### config.mk
export PLATFORM = sky130hd
export DESIGN_NAME = i2c_arb_master
export DESIGN_NICKNAME = d
export VERILOG_FILES = /design/src/rtl/i2c_arb_pkg.sv /design/src/rtl/i2c_line_sync.sv /design/src/rtl/i2c_phase_gen.sv /design/src/rtl/i2c_bus_watch.sv /design/src/rtl/i2c_arb_master.sv
export SDC_FILE = /design/constraint.sdc
export NUM_CORES = 1
export LEC_CHECK = 0
export BUFFER_PORTS_ARGS = -buffer_cell sky130_fd_sc_hd__buf_2
export CAP_MARGIN = 20
export CELL_PAD_IN_SITES_DETAIL_PLACEMENT = 0
export CELL_PAD_IN_SITES_GLOBAL_PLACEMENT = 1
export CORE_MARGIN = 2
export CORE_UTILIZATION = 47
export DETAILED_ROUTE_END_ITERATION = 10
export PLACE_DENSITY_LB_ADDON = 0.1
export SETUP_SLACK_MARGIN = 0.15
export SYNTH_ARGS = -nofsm -noshare
export SYNTH_HDL_FRONTEND = slang
export SYNTH_SLANG_ARGS = --single-unit
### constraint.sdc
create_clock -name clk -period 3.7 [get_ports clk]
set_input_delay 0.555 -clock clk [delete_from_list [all_inputs] [get_ports clk]]
set_output_delay 0.555 -clock clk [all_outputs]
set_load 0.01 [all_outputs]
### src/rtl/i2c_arb_pkg.sv
package i2c_arb_pkg;
  typedef enum logic [2:0] {
    S_IDLE,
    S_START,
    S_BIT,
    S_WAITB,
    S_STOP,
    S_LOST
  } mst_state_t;

  typedef enum logic [1:0] {
    PH_LOW   = 2'd0,
    PH_RISE  = 2'd1,
    PH_HIGH  = 2'd2,
    PH_FALL  = 2'd3
  } bit_phase_t;
endpackage

### src/rtl/i2c_line_sync.sv
module i2c_line_sync #(
  parameter int STAGES = 2
) (
  input  logic clk,
  input  logic rst,
  input  logic din,
  output logic dout
);
  logic [STAGES-1:0] pipe;

  generate
    if (STAGES == 1) begin : g_one
      always_ff @(posedge clk) begin
        if (rst) pipe <= 1'b1;
        else     pipe <= din;
      end
    end else begin : g_many
      always_ff @(posedge clk) begin
        if (rst) pipe <= '1;
        else     pipe <= {pipe[STAGES-2:0], din};
      end
    end
  endgenerate

  assign dout = pipe[STAGES-1];
endmodule

### src/rtl/i2c_phase_gen.sv
module i2c_phase_gen #(
  parameter int QUARTER = 8,
  localparam int CW = (QUARTER > 1) ? $clog2(QUARTER) : 1
) (
  input  logic       clk,
  input  logic       rst,
  input  logic       run,
  output logic       tick,
  output logic [1:0] phase
);
  logic [CW-1:0] cnt;

  assign tick = run && (cnt == CW'(QUARTER - 1));

  always_ff @(posedge clk) begin
    if (rst || !run) begin
      cnt   <= '0;
      phase <= 2'd0;
    end else if (tick) begin
      cnt   <= '0;
      phase <= phase + 2'd1;
    end else begin
      cnt   <= cnt + 1'b1;
    end
  end

  // the quarter counter never passes its terminal count
  assert_cnt_bound_R6: assert property (@(posedge clk) disable iff (rst)
    (32'(cnt) < QUARTER));
endmodule

### src/rtl/i2c_bus_watch.sv
module i2c_bus_watch (
  input  logic clk,
  input  logic rst,
  input  logic scl_s,
  input  logic sda_s,
  output logic busy
);
  logic prev_scl, prev_sda;
  logic start_det, stop_det;

  assign start_det = scl_s && prev_scl && prev_sda && !sda_s;
  assign stop_det  = scl_s && prev_scl && !prev_sda && sda_s;

  always_ff @(posedge clk) begin
    if (rst) begin
      prev_scl <= 1'b1;
      prev_sda <= 1'b1;
      busy     <= 1'b0;
    end else begin
      prev_scl <= scl_s;
      prev_sda <= sda_s;
      if (start_det)     busy <= 1'b1;
      else if (stop_det) busy <= 1'b0;
    end
  end

  // busy follows observed bus conditions
  assert_busy_on_start_R9: assert property (@(posedge clk) disable iff (rst)
    start_det |=> busy);
  assert_free_on_stop_R9: assert property (@(posedge clk) disable iff (rst)
    stop_det |=> !busy);
endmodule

### src/rtl/i2c_arb_master.sv
module i2c_arb_master #(
  parameter int QUARTER     = 8,
  parameter int SYNC_STAGES = 2,
  parameter int BYTE_W      = 8,
  localparam int BI_W       = $clog2(BYTE_W + 1)
) (
  input  logic              clk,
  input  logic              rst,
  input  logic              cmd_valid,
  output logic              cmd_ready,
  input  logic [BYTE_W-1:0] cmd_data,
  input  logic              cmd_last,
  input  logic              scl_i,
  input  logic              sda_i,
  output logic              scl_oe,
  output logic              sda_oe,
  output logic              done,
  output logic              nack,
  output logic              arb_lost,
  output logic              bus_busy
);
  import i2c_arb_pkg::*;

  mst_state_t        state;
  logic [BYTE_W-1:0] sreg;
  logic              last_q;
  logic [BI_W-1:0]   bit_idx;
  logic              ack_q;
  logic              scl_s, sda_s;
  logic              tick;
  logic [1:0]        phase;
  logic              run;
  logic              accept;

  i2c_line_sync #(.STAGES(SYNC_STAGES)) u_scl_sync (
    .clk(clk), .rst(rst), .din(scl_i), .dout(scl_s));
  i2c_line_sync #(.STAGES(SYNC_STAGES)) u_sda_sync (
    .clk(clk), .rst(rst), .din(sda_i), .dout(sda_s));

  i2c_bus_watch u_watch (
    .clk(clk), .rst(rst), .scl_s(scl_s), .sda_s(sda_s), .busy(bus_busy));

  assign run = (state == S_START) || (state == S_BIT) || (state == S_STOP);

  i2c_phase_gen #(.QUARTER(QUARTER)) u_phase (
    .clk(clk), .rst(rst), .run(run), .tick(tick), .phase(phase));

  assign cmd_ready = ((state == S_IDLE) && !bus_busy) || (state == S_WAITB);
  assign accept    = cmd_valid && cmd_ready;

  always_ff @(posedge clk) begin
    if (rst) begin
      state    <= S_IDLE;
      sreg     <= '0;
      last_q   <= 1'b0;
      bit_idx  <= '0;
      ack_q    <= 1'b0;
      scl_oe   <= 1'b0;
      sda_oe   <= 1'b0;
      done     <= 1'b0;
      nack     <= 1'b0;
      arb_lost <= 1'b0;
    end else begin
      done <= 1'b0;
      case (state)
        S_IDLE: begin
          if (accept) begin
            sreg     <= cmd_data;
            last_q   <= cmd_last;
            nack     <= 1'b0;
            arb_lost <= 1'b0;
            state    <= S_START;
          end
        end
        S_START: begin
          if (tick) begin
            case (phase)
              PH_LOW:  sda_oe <= 1'b1;
              PH_HIGH: scl_oe <= 1'b1;
              PH_FALL: begin
                state   <= S_BIT;
                bit_idx <= '0;
                sda_oe  <= !sreg[BYTE_W-1];
              end
              default: ;
            endcase
          end
        end
        S_BIT: begin
          if (tick) begin
            case (phase)
              PH_LOW: scl_oe <= 1'b0;
              PH_HIGH: begin
                if (bit_idx == BI_W'(BYTE_W)) begin
                  ack_q  <= sda_s;
                  scl_oe <= 1'b1;
                end else if (!sda_oe && !sda_s) begin
                  state    <= S_LOST;
                  scl_oe   <= 1'b0;
                  sda_oe   <= 1'b0;
                  arb_lost <= 1'b1;
                end else begin
                  scl_oe <= 1'b1;
                end
              end
              PH_FALL: begin
                if (bit_idx < BI_W'(BYTE_W - 1)) begin
                  sreg    <= {sreg[BYTE_W-2:0], 1'b0};
                  bit_idx <= bit_idx + 1'b1;
                  sda_oe  <= !sreg[BYTE_W-2];
                end else if (bit_idx == BI_W'(BYTE_W - 1)) begin
                  bit_idx <= bit_idx + 1'b1;
                  sda_oe  <= 1'b0;
                end else if (ack_q) begin
                  nack   <= 1'b1;
                  sda_oe <= 1'b1;
                  state  <= S_STOP;
                end else if (last_q) begin
                  sda_oe <= 1'b1;
                  state  <= S_STOP;
                end else begin
                  state <= S_WAITB;
                end
              end
              default: ;
            endcase
          end
        end
        S_WAITB: begin
          if (accept) begin
            sreg    <= cmd_data;
            last_q  <= cmd_last;
            bit_idx <= '0;
            sda_oe  <= !cmd_data[BYTE_W-1];
            state   <= S_BIT;
          end
        end
        S_STOP: begin
          if (tick) begin
            case (phase)
              PH_LOW:  scl_oe <= 1'b0;
              PH_RISE: sda_oe <= 1'b0;
              PH_FALL: begin
                done  <= 1'b1;
                state <= S_IDLE;
              end
              default: ;
            endcase
          end
        end
        S_LOST: begin
          if (!bus_busy) state <= S_IDLE;
        end
        default: state <= S_IDLE;
      endcase
    end
  end

  // within a byte, SDA moves only while this block holds SCL low
  assert_sda_moves_scl_low_R2: assert property (@(posedge clk) disable iff (rst)
    (state == S_BIT && $past(state) == S_BIT && $changed(sda_oe)) |-> $past(scl_oe));

  // both lines are released when the loss flag rises
  assert_release_on_loss_R8: assert property (@(posedge clk) disable iff (rst)
    $rose(arb_lost) |-> (!scl_oe && !sda_oe));

  // while deferring, no drive and no command intake
  assert_defer_quiet_R10: assert property (@(posedge clk) disable iff (rst)
    (state == S_LOST) |-> (!scl_oe && !sda_oe && !cmd_ready));

  // completion is a single-cycle pulse
  assert_done_pulse_R5: assert property (@(posedge clk) disable iff (rst)
    done |=> !done);

  // a raised nack only appears with a transfer heading to stop
  assert_nack_stops_R4: assert property (@(posedge clk) disable iff (rst)
    $rose(nack) |-> (state == S_STOP && sda_oe && scl_oe));
endmodule

## Yosys cells after proc, flatten, opt, wreduce, memory -nomap -nowiden

Cells that the tools add are included.

- Output and inout port bits: 7
- Memories: 0
- Word-level logic and storage cells: 171
- Bits in registers: 34
- Bits of input ports: 14
- Latch bits: 0
- RAM bits: 0
- ROM bits: 0

- Reduce and logical (&&, ||, !) cells: 41
- Add/sub/neg operators: 3
- Mux-type cells: 67
- Div/mod/pow operators: 0
- Multiply operators: 0
- Bitwise gates (word level): 2
- Shift-type cells: 0
- $lt $le $gt $ge: 1
- Equal/unequal tests: 40

Operators with widths:

| cell | number |
|---|---|
| 2-to-1 mux 3 bit | 14 |
| 2-to-1 mux 8 bit | 4 |
| 2-to-1 mux 1 bit | 31 |
| 2-to-1 mux 4 bit | 7 |
| AND reduction 7 bit | 3 |
| inequality test 2 x 1 -> 1 bit (second input constant) | 10 |
| inequality test 2 bit (second input constant) | 10 |
| case mux 3 bit (6 select lines) | 1 |
| case mux 8 bit (2 select lines) | 1 |
| AND reduction 13 bit | 1 |
| inequality test 3 x 1 -> 1 bit (second input constant) | 4 |
| inequality test 3 bit (second input constant) | 4 |
| case mux 4 bit (3 select lines) | 1 |
| AND reduction 11 bit | 1 |
| case mux 1 bit (2 select lines) | 5 |
| equality test 3 bit (second input constant) | 3 |
| logical AND 1 bit | 9 |
| logical NOT 1 bit | 8 |
| equality test 3 x 2 -> 1 bit (second input constant) | 2 |
| inequality test 6 bit (second input constant) | 1 |
| case mux 3 bit (2 select lines) | 1 |
| AND reduction 6 bit | 1 |
| nonzero test 2 bit | 3 |
| nonzero test 3 bit | 2 |
| other kinds (21) | 27 |

## Longest topological paths before layout

Gate-level depths: netlist of run 1.

- Depth after elaboration: 7
- Gate-level depth with buffers: 8

## Modules after synthesis

From an unflattened synthesis of run 1, not the netlist that was laid out.

- Cells, all modules: 209
- Area, all modules: 1866.8 µm²

Modules (own cells, without submodules):

| module | times used | seq. area each (µm²) | area an instance (µm²) | cells each |
|---|---|---|---|---|
| i2c_arb_master | 1 | 440.4 | 1446.4 | 173 |
| i2c_phase_gen | 1 | 100.1 | 215.2 | 18 |
| i2c_line_sync | 2 | 40.0 | 52.6 | 4 |
| i2c_bus_watch | 1 | 60.1 | 100.1 | 10 |

## Worst setup path after synthesis of run 1

No wires, ideal clock.

- Kind: flip-flop to flip-flop
- Start point: register bit_idx[0]
- End point: register state[2]
- Clock period less this slack: 1.909 ns
- Data arrival time: 1.839 ns
- Stages on the path, launching flop included: 8
- Slack: 1.791 ns
- Path through: dfxtp_1 inv_1 ha_1 and3b_1 nor4b_4 o32ai_2 or4_1 a21oi_1

- Cells in the longest elaborated chain, start to end: 3
- Elaborated cells between the ends (all ways): 7

Ends and longest elaborated chain:

| item | RTL line | source |
|---|---|---|
| start, declared | i2c_arb_master.sv:27 | `logic [BI_W-1:0] bit_idx;` |
| start signal, assigned | i2c_arb_master.sv:109 | `bit_idx <= bit_idx + 1'b1;` |
| start signal, assigned | i2c_arb_master.sv:112 | `bit_idx <= bit_idx + 1'b1;` |
| < comparator 4 x 3 -> 1 bit, or another cell as far along | i2c_arb_master.sv:107 | `if (bit_idx < BI_W'(BYTE_W - 1)) begin` |
| inequality test 3 bit (no source line) | n/a |  |
| AND reduction 13 bit (no source line) (*) | n/a |  |
| end signal, assigned | i2c_arb_master.sv:117 | `state <= S_STOP;` |
| end signal, assigned | i2c_arb_master.sv:120 | `state <= S_STOP;` |
| end signal, assigned | i2c_arb_master.sv:122 | `state <= S_WAITB;` |
| end, declared | i2c_arb_master.sv:24 | `mst_state_t state;` |

Every way passes the cells marked *; elsewhere a longest branch is shown, timed or not.
A chain may end at the register's enable or synchronous reset.

## Worst setup path in the final report of run 1

- Start point: register state[0]
- End point: register state[2]

- Cells in the longest elaborated chain, start to end: 6
- Elaborated cells between the ends (all ways): 27

Ends and longest elaborated chain:

| item | RTL line | source |
|---|---|---|
| start signal, assigned | i2c_arb_master.sv:53 | `state <= S_IDLE;` |
| start signal, assigned | i2c_arb_master.sv:72 | `state <= S_START;` |
| start signal, assigned | i2c_arb_master.sv:81 | `state <= S_BIT;` |
| equality test 3 x 1 -> 1 bit, or another cell as far along | i2c_arb_master.sv:43, i2c_arb_master.sv:65 |  |
| logical OR 1 bit or logical AND 1 bit (tied branches) | i2c_arb_master.sv:43, i2c_arb_master.sv:48 |  |
| logical OR 1 bit (on tied branches) | i2c_arb_master.sv:43, i2c_arb_master.sv:48 |  |
| logical AND 1 bit (on tied branches) | i2c_phase_gen.sv:13, i2c_arb_master.sv:49 |  |
| inequality test 2 bit (no source line) | n/a |  |
| AND reduction 13 bit (no source line) | n/a |  |

Several ways; a longest one is shown, not always the timed one.

==> results of run 1 <==
## synth_stat cells, types with 2 or more instances
| library cell | instances | area, sq um |
|---|---|---|
| mux2i_1 | 11 | 110 |
| nand2b_1 | 2 | 12.5 |
| nor2_1 | 16 | 60.1 |
| inv_1 | 7 | 26.3 |
| and2_1 | 4 | 25.0 |
| o21bai_1 | 2 | 15.0 |
| and3b_1 | 2 | 17.5 |
| buf_4 | 3 | 22.5 |
| nor3_1 | 4 | 20.0 |
| nor3b_1 | 4 | 30.0 |
| buf_2 | 3 | 15.0 |
| or2_2 | 7 | 43.8 |
| nand4_1 | 3 | 18.8 |
| nand3_1 | 5 | 25.0 |
| clkbuf_1 | 4 | 15.0 |
| nand2_1 | 8 | 30.0 |
| dfxtp_1 | 34 | 681 |
| a311oi_1 | 10 | 87.6 |
| o41ai_1 | 2 | 17.5 |
| and2b_1 | 2 | 15.0 |
| o21ai_0 | 9 | 45.0 |
| or3_1 | 2 | 12.5 |
| nor2b_1 | 2 | 12.5 |
| a21oi_1 | 22 | 110 |
| buf_6 | 3 | 33.8 |
| ha_1 | 8 | 100 |
## report_power, final
group	switching, uW	internal (uW)	total, uW	leakage (uW)
sequential	83.2	424	508	0.000278
combinational	235	199	434	0.000483
clock	135	149	284	0.0000472
## state kept, by name, indices dropped and copies added (netlist names)
name,flops
nack,1
ack_q,1
u_watch.prev_sda,1
u_watch.prev_scl,1
u_watch.busy,1
done,1
bit_idx,4
state,3
sreg,8
u_phase.cnt,3
last_q,1
arb_lost,1
u_sda_sync.pipe,2
u_scl_sync.pipe,2
scl_oe,1
sda_oe,1
u_phase.phase,2
## per-layer routing
layer  share of wire, %  wire length (microns)  global-route usage, %  up-vias
met4                1.1                     47                   9.18        0
met1                 46                   1890                   27.6      753
li1                   -                      -                      -      794
met2                 47                   1950                   33.0       54
met5                  0                      0                      0        -
met3                6.1                    253                   4.22        6
## cells by family after synthesis
family / Yosys count / synth area share, %
AO/OA/AOI/OAI: 63 / 24.4
XOR/XNOR: 1 / 0.470
adder cells (fa/ha/maj): 8 / 5.37
buffers and inverters: 21 / 6.45
flip-flops: 34 / 36.5
multiplexers: 11 / 5.91
AND/OR/NAND/NOR: 68 / 20.9
## through the flow
step / setup slack, ns / power, uW / util [%] / instances / hold WS (ns)
4_1_cts: 1.29 / 1230 / 54.3 / 269 / 0.420
3_3_place_gp: 1.38 / 929 / 51.7 / 261 / 0.396
5_1_grt: 1.08 / 1310 / 54.3 / 269 / 0.430
2_1_floorplan: 1.79 / 857 / - / 206 / 0.389
6_report: 1.27 / 1230 / 54.3 / 269 / 0.418
3_5_place_dp: 1.32 / 942 / 51.7 / 261 / 0.403
## layout by cell type, fill, tap and decap left out, drive strengths merged, types with 6 or more instances in the layout
| cell | count |
|---|---|
| or2 | 7 |
| inv | 7 |
| clkbuf | 6 |
| a311oi | 10 |
| buf | 21 |
| ha | 8 |
| mux2i | 11 |
| nor2 | 17 |
| dfxtp | 34 |
| nand2 | 8 |
| o21ai | 9 |
| a21oi | 22 |
## final timing paths
check	cells past startpoint	slack, ns	endpoint	startpoint
max	6	1.27	state[2]	state[0]
min	1	0.42	u_sda_sync.pipe[1]	u_sda_sync.pipe[0]
max reg2reg	6	1.27	state[2]	state[0]
min reg2reg	1	0.42	u_sda_sync.pipe[1]	u_sda_sync.pipe[0]
## layout make-up
class | instances | area (sq um) | share of cell area, %
clock buffers | 6 | 82.6 | 4.06
clock inverters | 2 | 12.5 | 0.616
inverters | 7 | 26.3 | 1.29
multi-input cells | 151 | 1060 | 52.3
flip-flops and latches | 34 | 681 | 33.5
well taps | 48 | 60.1 | 2.96
repair buffers | 21 | 108 | 5.30
==> run metrics, run 1 <==
status=completed; Via Count=1607; DRC=0; layout cells sized above 1=19.9%; Max VDD drop=0.304 mV; initial antenna violation count=0; area delta synth->final=9.07%; Leak=0.000808 uW; Post-synth EDFFs=0; Top delay family on crit path=simple AND/OR/NAND/NOR gates; Slew headroom=47.8%; worst skew pair latency=0.28 ns; clk sink count=34; initial drt markers=128; Remaining Overflow, GRT=0; core area=3740 sq um; # diodes=0; filler instances=383; RSZ-0062 raised after global routing=false; Cell Pwr Density=603 nW/um^2; Resize count post-CTS=0; Ports=21; crit path buf inv count=1; largest net degree at the start of global routing=29; first-pass GRT wire length=7040 microns; Syn Std Cell Area=1860 sq um; Slew Viols, Final=0; Rows=22; Initial DRT Pass Iterations=4; Most used DFF post-synth=dfxtp_1; total CTS buffers=5; Max Freq=412 MHz; critical path arrival=2.64 ns; worst min-delay path class=reg2reg; Worst-Margin Slew=0.782 ns; worst stage delay on the critical path=0.83 ns; fin area=2030 sq um; Critical Path RT=3.91 ns; final hold viol count=0; synthesized instance count=206; post-CTS setup repair buffer count=0; Port Buf Inserts=20; Routed WL=4140 microns; FF+latch count, synth=34; Worst Setup Start Kind=flip-flop; Die Ht=67.0 microns; nets=242; drt via density=5.97; period utilization=65.6%; Chip Width=67.0 microns; max cap viols=0; gpl congestion=0.842; Seq/Total Area, Yosys=36.5%; antenna-violating nets left=0; CTS clock-pin slew for the worst setup and hold paths=0.07 ns; Crit Path Class=reg2reg; synthesized net count=228; Critical Path, Cell by Cell=and2b_1, nor3_1, buf_4, o32ai_2, or4_1, a21oi_1; H-tree depth=2; Synth Warn #=0; Clk Tree Root Cell=clkbuf_8; placed instance area=1940 sq um; vias in the first global route=1501; Crit Path Max Fanout=23; Post-DP HPWL=2910 microns; Initial Util=49.8%; Netlist cell types=53; min cycle time layout=2.43 ns; setup_tns=0 ns; Total GRT Usage=21.0%; asr flop ratio synth=0%; worst clock skew=0.00474 ns; WL/cell=15.4 microns; final-report setup violation count=0; Max clock buf depth=2; CTS Hold Bufs=0; Worst path slowest cell=dfxtp_1; CTS tree=done; synthesized area per cell=9.04 sq um; DIE AREA=4480 sq um; CP Capture Type=flip-flop
No activity file was read; power rests on OpenSTA's default activity.
==> inputs of run 2 (changes only) <==
Settings changed: CORE_UTILIZATION 47 to 44.
Clock period 3.7 ns to 2.4 ns, I/O delays scaled along.
==> run 2 against run 1 <==
Net effect: utilization is 2.0 points lower; combinational power increased by 70%; count of clock-buffer cells in the layout stayed put; die area is 6.4% higher; final cell count increased by 3.7%; fmax rose by 17%; largest power group unchanged.
==> run metrics, run 2 (same netlist as run 1, synthesis figures left out) <==
status=completed; min cycle time layout=2.08 ns; Remaining Overflow, GRT=0; drt via density=5.82; Total GRT Usage=19.4%; CTS Hold Bufs=0; gpl congestion=0.894; period utilization=86.6%; setup_tns=0 ns; Max Freq=481 MHz; crit path buf inv count=1; CTS tree=done; post-CTS setup repair buffer count=0; met3 routed WL=253 microns; CTS clock-pin slew for the worst setup and hold paths=0.07 ns; Initial DRT Pass Iterations=4; Ports=21; Worst-Margin Slew=0.580 ns; Crit Path Class=reg2reg; vias in the first global route=1465; WL met1=2130 microns; first-pass GRT wire length=7420 microns; initial antenna violation count=0; total CTS buffers=5; Clk Tree Root Cell=clkbuf_8; Port Buf Inserts=20; Post-DP HPWL=3310 microns; Non-Filler Instances=279; Critical Path RT=2.62 ns; Worst Setup Start Kind=flip-flop; initial drt markers=119; final-report setup violation count=0; Crit Path Max Fanout=6; worst stage delay on the critical path=0.52 ns; Initial Util=46.2%; DIE AREA=4770 sq um; worst clock skew=0.00509 ns; Die Ht=69.1 microns; largest registers=sreg x8, bit_idx x4; Resize count post-CTS=0; Slew headroom=61.2%; Tot Pwr=1950 uW; layout cells sized above 1=24.0%; Via Count=1625; final hold viol count=0; routed length on met2=2080 microns; largest reg by FF count=sreg; Chip Width=69.1 microns; H-tree depth=2; area delta synth->final=13.0%; DR top layer=met4; dpl cells=271; CP Capture Type=flip-flop; # diodes=0; critical path arrival=2.30 ns; clk sink count=34; Top delay family on crit path=simple AND/OR/NAND/NOR gates; nets=250; Routed WL=4540 microns; worst skew pair latency=0.29 ns; Critical Path, Cell by Cell=inv_1, ha_1, and3b_1, nor4b_4, o32ai_2, or4_1, a21oi_1; worst hold slack=0.252 ns; Worst path slowest cell=or4_1; Slew Viols, Final=0; max FFs per register=8; max cap viols=0; largest net degree at the start of global routing=29; Rows=23; commonest cells after routing, fill and taps aside=dfxtp_1, a21oi_1, buf_2; antenna-violating nets left=0; Max clock buf depth=2; Leak=0.000849 uW; WL/cell=16.3 microns; Cell Pwr Density=926 nW/um^2; core area=4030 sq um; RSZ-0062 raised after global routing=false; DRC=0; worst min-delay path class=in2reg; most common cell after layout, fill and taps aside=dfxtp_1; Max VDD drop=0.421 mV
==> run 2: area by class of cell <==
class	count	area (sq um)
repair buffers	29	168
inverters	7	26.3
clock inverters	2	12.5
multi-input cells	151	1070
clock buffers	6	82.6
flip-flops and latches	34	682
fillers	388	1920
well taps	50	62.6
==> run 2: per-stage QoR <==
| stage | setup slack (ns) | area, sq um | util (%) |
|---|---|---|---|
| detailed placement | 0.244 | 2000 | 49.8 |
| CTS | 0.199 | 2100 | 52.1 |
| global placement | 0.219 | 2000 | 49.8 |
| global route | 0.151 | 2100 | 52.2 |
| finish | 0.321 | 2100 | 52.2 |
| floorplan | 0.491 | 1860 | - |
==> run 2: worst paths after layout <==
path                                          from                  to  slack (ns)  cells past startpoint
worst max register to register          bit_idx[0]            state[2]        0.32                      7
worst max-delay path                    bit_idx[0]            state[2]        0.32                      7
worst min-delay path                         sda_i  u_sda_sync.pipe[0]        0.25                      2
worst min register to register  u_scl_sync.pipe[0]  u_scl_sync.pipe[1]        0.41                      1
==> run 2: worst register-to-register path, cell delays in order (launching register included) <==
cell and delay (ns):
dfxtp_1 0.40, inv_1 0.06, ha_1 0.20, and3b_1 0.20
nor4b_4 0.30, o32ai_2 0.18, or4_1 0.52, a21oi_1 0.14
==> run 2: metal layers <==
| layer | global-route usage (%) | vias up |
|---|---|---|
| li1 | - | 816 |
| met1 | 26.8 | 745 |
| met2 | 29.8 | 54 |
| met3 | 4.68 | 10 |
| met4 | 6.32 | 0 |
| met5 | 0 | - |
==> run 2: power breakdown <==
part	internal (uW)	leakage [uW]	switching, uW	total [uW]
Combinational	336	0.000523	400	736
Sequential	656	0.000278	104	760
Clock	231	0.0000472	222	452
Total	1220	0.000849	725	1950
==> inputs of run 3 (changes only) <==
Settings changed: ABC_AREA set to 1, CORE_ASPECT_RATIO set to 2, CORE_UTILIZATION 44 to 41.
==> run 3 against run 2 <==
Net effect: fmax rose by 7.9%; via count rose by 13%; sequential cell count did not move; count of clock-buffer cells in the layout did not move; critical path type unchanged; critical endpoint is now sreg[3]; largest cell class unchanged; largest power group is now combinational logic.
==> run metrics, run 3 <==
min cycle time layout=1.93 ns; H-tree depth=2; Routed WL=4950 microns; largest net degree at the start of global routing=20; Yosys top cell area share=35.4%; cell with the most instances after synthesis=nand2_1; max FFs per register=8; Tot Pwr=3380 uW; layout cells sized above 1=19.4%; initial antenna violation count=0; Worst-Margin Slew=0.550 ns; worst hold slack=0.250 ns; nets=330; commonest cells after routing, fill and taps aside=nand2_1, nor2_1, dfxtp_1; synthesized net count=307; most common cell after layout, fill and taps aside=nand2_1; final worst setup slack=0.473 ns; synthesized area per cell=6.75 sq um; worst clock skew=0.00734 ns; gpl congestion=0.929; Initial Util=42.3%; placed instance area=2080 sq um; initial drt markers=40; post-CTS setup repair buffer count=0; Die Ht=101 microns; max cap viols=0; Worst path most repeated cell=nor2_1; Post-synth EDFFs=0; Seq/Total Area, Yosys=35.4%; fin area=2220 sq um; Worst Setup Slack post-DPL=0.488 ns; synthesized instance count=285; CTS clock-pin slew for the worst setup and hold paths=0.07 ns; Top delay family on crit path=simple AND/OR/NAND/NOR gates; total CTS buffers=5; Crit Path Max Fanout=11; worst skew pair latency=0.29 ns; Chip Width=52.4 microns; CTS tree=done; Port Buf Inserts=20; Resize count post-CTS=0; period utilization=80.3%; largest registers=sreg x8, bit_idx x4; area delta synth->final=15.3%; Rows=35; Clk Tree Root Cell=clkbuf_8; DIE AREA=5290 sq um; final hold viol count=0; Syn Std Cell Area=1920 sq um; Slew headroom=63.1%; critical path arrival=2.11 ns; Critical Path, Cell by Cell=inv_4, nand2_1, nand2_1, o21ai_1, nor2_1, nand2_2, inv_2, nor2_1, nor2_1; Max VDD drop=0.847 mV; Worst Setup Start Kind=flip-flop; CTS Hold Bufs=0; Max clock buf depth=2; Max Freq=519 MHz; clk sink count=34; Initial DRT Pass Iterations=5; Crit Path Class=reg2reg; largest reg by FF count=sreg; worst min-delay path class=in2reg; vias in the first global route=1820; first-pass GRT wire length=8380 microns; DRC=0; Synth top cells by count=nand2_1, nor2_1, dfxtp_1; Worst path slowest cell=dfxtp_1; Via Count=1841; Area contributors post-synth=dfxtp_1, nand2_1, nor2_1; area leader, netlist=dfxtp_1; RSZ-0062 raised after global routing=false; WL/cell=13.6 microns; Leak=0.00106 uW; Slew Viols, Final=0; Critical Path RT=2.58 ns; Netlist cell types=39; final-report setup violation count=0; CP Capture Type=flip-flop; Total GRT Usage=21.5%; Synth Warn #=0; antenna-violating nets left=0; Post-DP HPWL=3880 microns; worst stage delay on the critical path=0.60 ns; Remaining Overflow, GRT=0; FF+latch count, synth=34; status=completed; Cell Pwr Density=1530 nW/um^2; setup_tns=0 ns; Ports=21; Most used DFF post-synth=dfxtp_1; crit path buf inv count=2; # diodes=0; drt via density=5.06; core area=4550 sq um; asr flop ratio synth=0%
run 3: layout make-up:
cell class	count	area [sq um]
fill	486	2340
multi-input combinational	218	1110
sequential	34	681
timing repair buffer	21	108
inverter	28	108
clock buffer	6	82.6
tap	55	68.8
clock inverter	2	60.1
run 3: path summary, 6_finish.rpt:
path / from / cells after the start / to / slack, ns
hold / removal: scl_i / 2 / u_scl_sync.pipe[0] / 0.25
setup reg to reg: state[1] / 9 / sreg[3] / 0.47
hold reg to reg: u_scl_sync.pipe[0] / 1 / u_scl_sync.pipe[1] / 0.42
setup / recovery: state[1] / 9 / sreg[3] / 0.47
run 3: kinds of logic after synthesis:
| logic type | after synthesis | share of synthesized area (%) |
|---|---|---|
| and+or+nand+nor | 171 | 40.8 |
| AOI/OAI and AO/OA | 38 | 11.3 |
| DFF | 34 | 35.4 |
| buffers and inverters | 33 | 6.89 |
| adders and majority gates | 8 | 5.20 |
| xor gates and xnor gates | 1 | 0.455 |
run 3: worst register-to-register path: stages (launching register included):
cell	delay (ns)
dfxtp_1	0.60
inv_4	0.15
nand2_1	0.12
nand2_1	0.26
o21ai_1	0.22
nor2_1	0.06
nand2_2	0.15
inv_2	0.11
nor2_1	0.10
nor2_1	0.05
run 3: stage by stage:
| step | util, % | cells |
|---|---|---|
| 3_5_place_dp | 45.6 | 356 |
| 4_1_cts | 48.7 | 364 |
| 3_3_place_gp | 45.6 | 356 |
| 6_report | 48.7 | 364 |
| 5_1_grt | 48.7 | 364 |
| 2_1_floorplan | - | 285 |
run 3: report_power, final:
part / internal [uW] / leakage, uW / switching (uW)
clock network: 443 / 0.0000714 / 222
logic: 601 / 0.000715 / 1250
registers: 724 / 0.000279 / 142
total: 1770 / 0.00106 / 1620
run 3: layer usage:
layer	GRT usage (%)	share of wire, %
met2	38.7	55
met4	15.0	5.2
met3	2.97	2.1
met5	0	0
met1	21.3	37
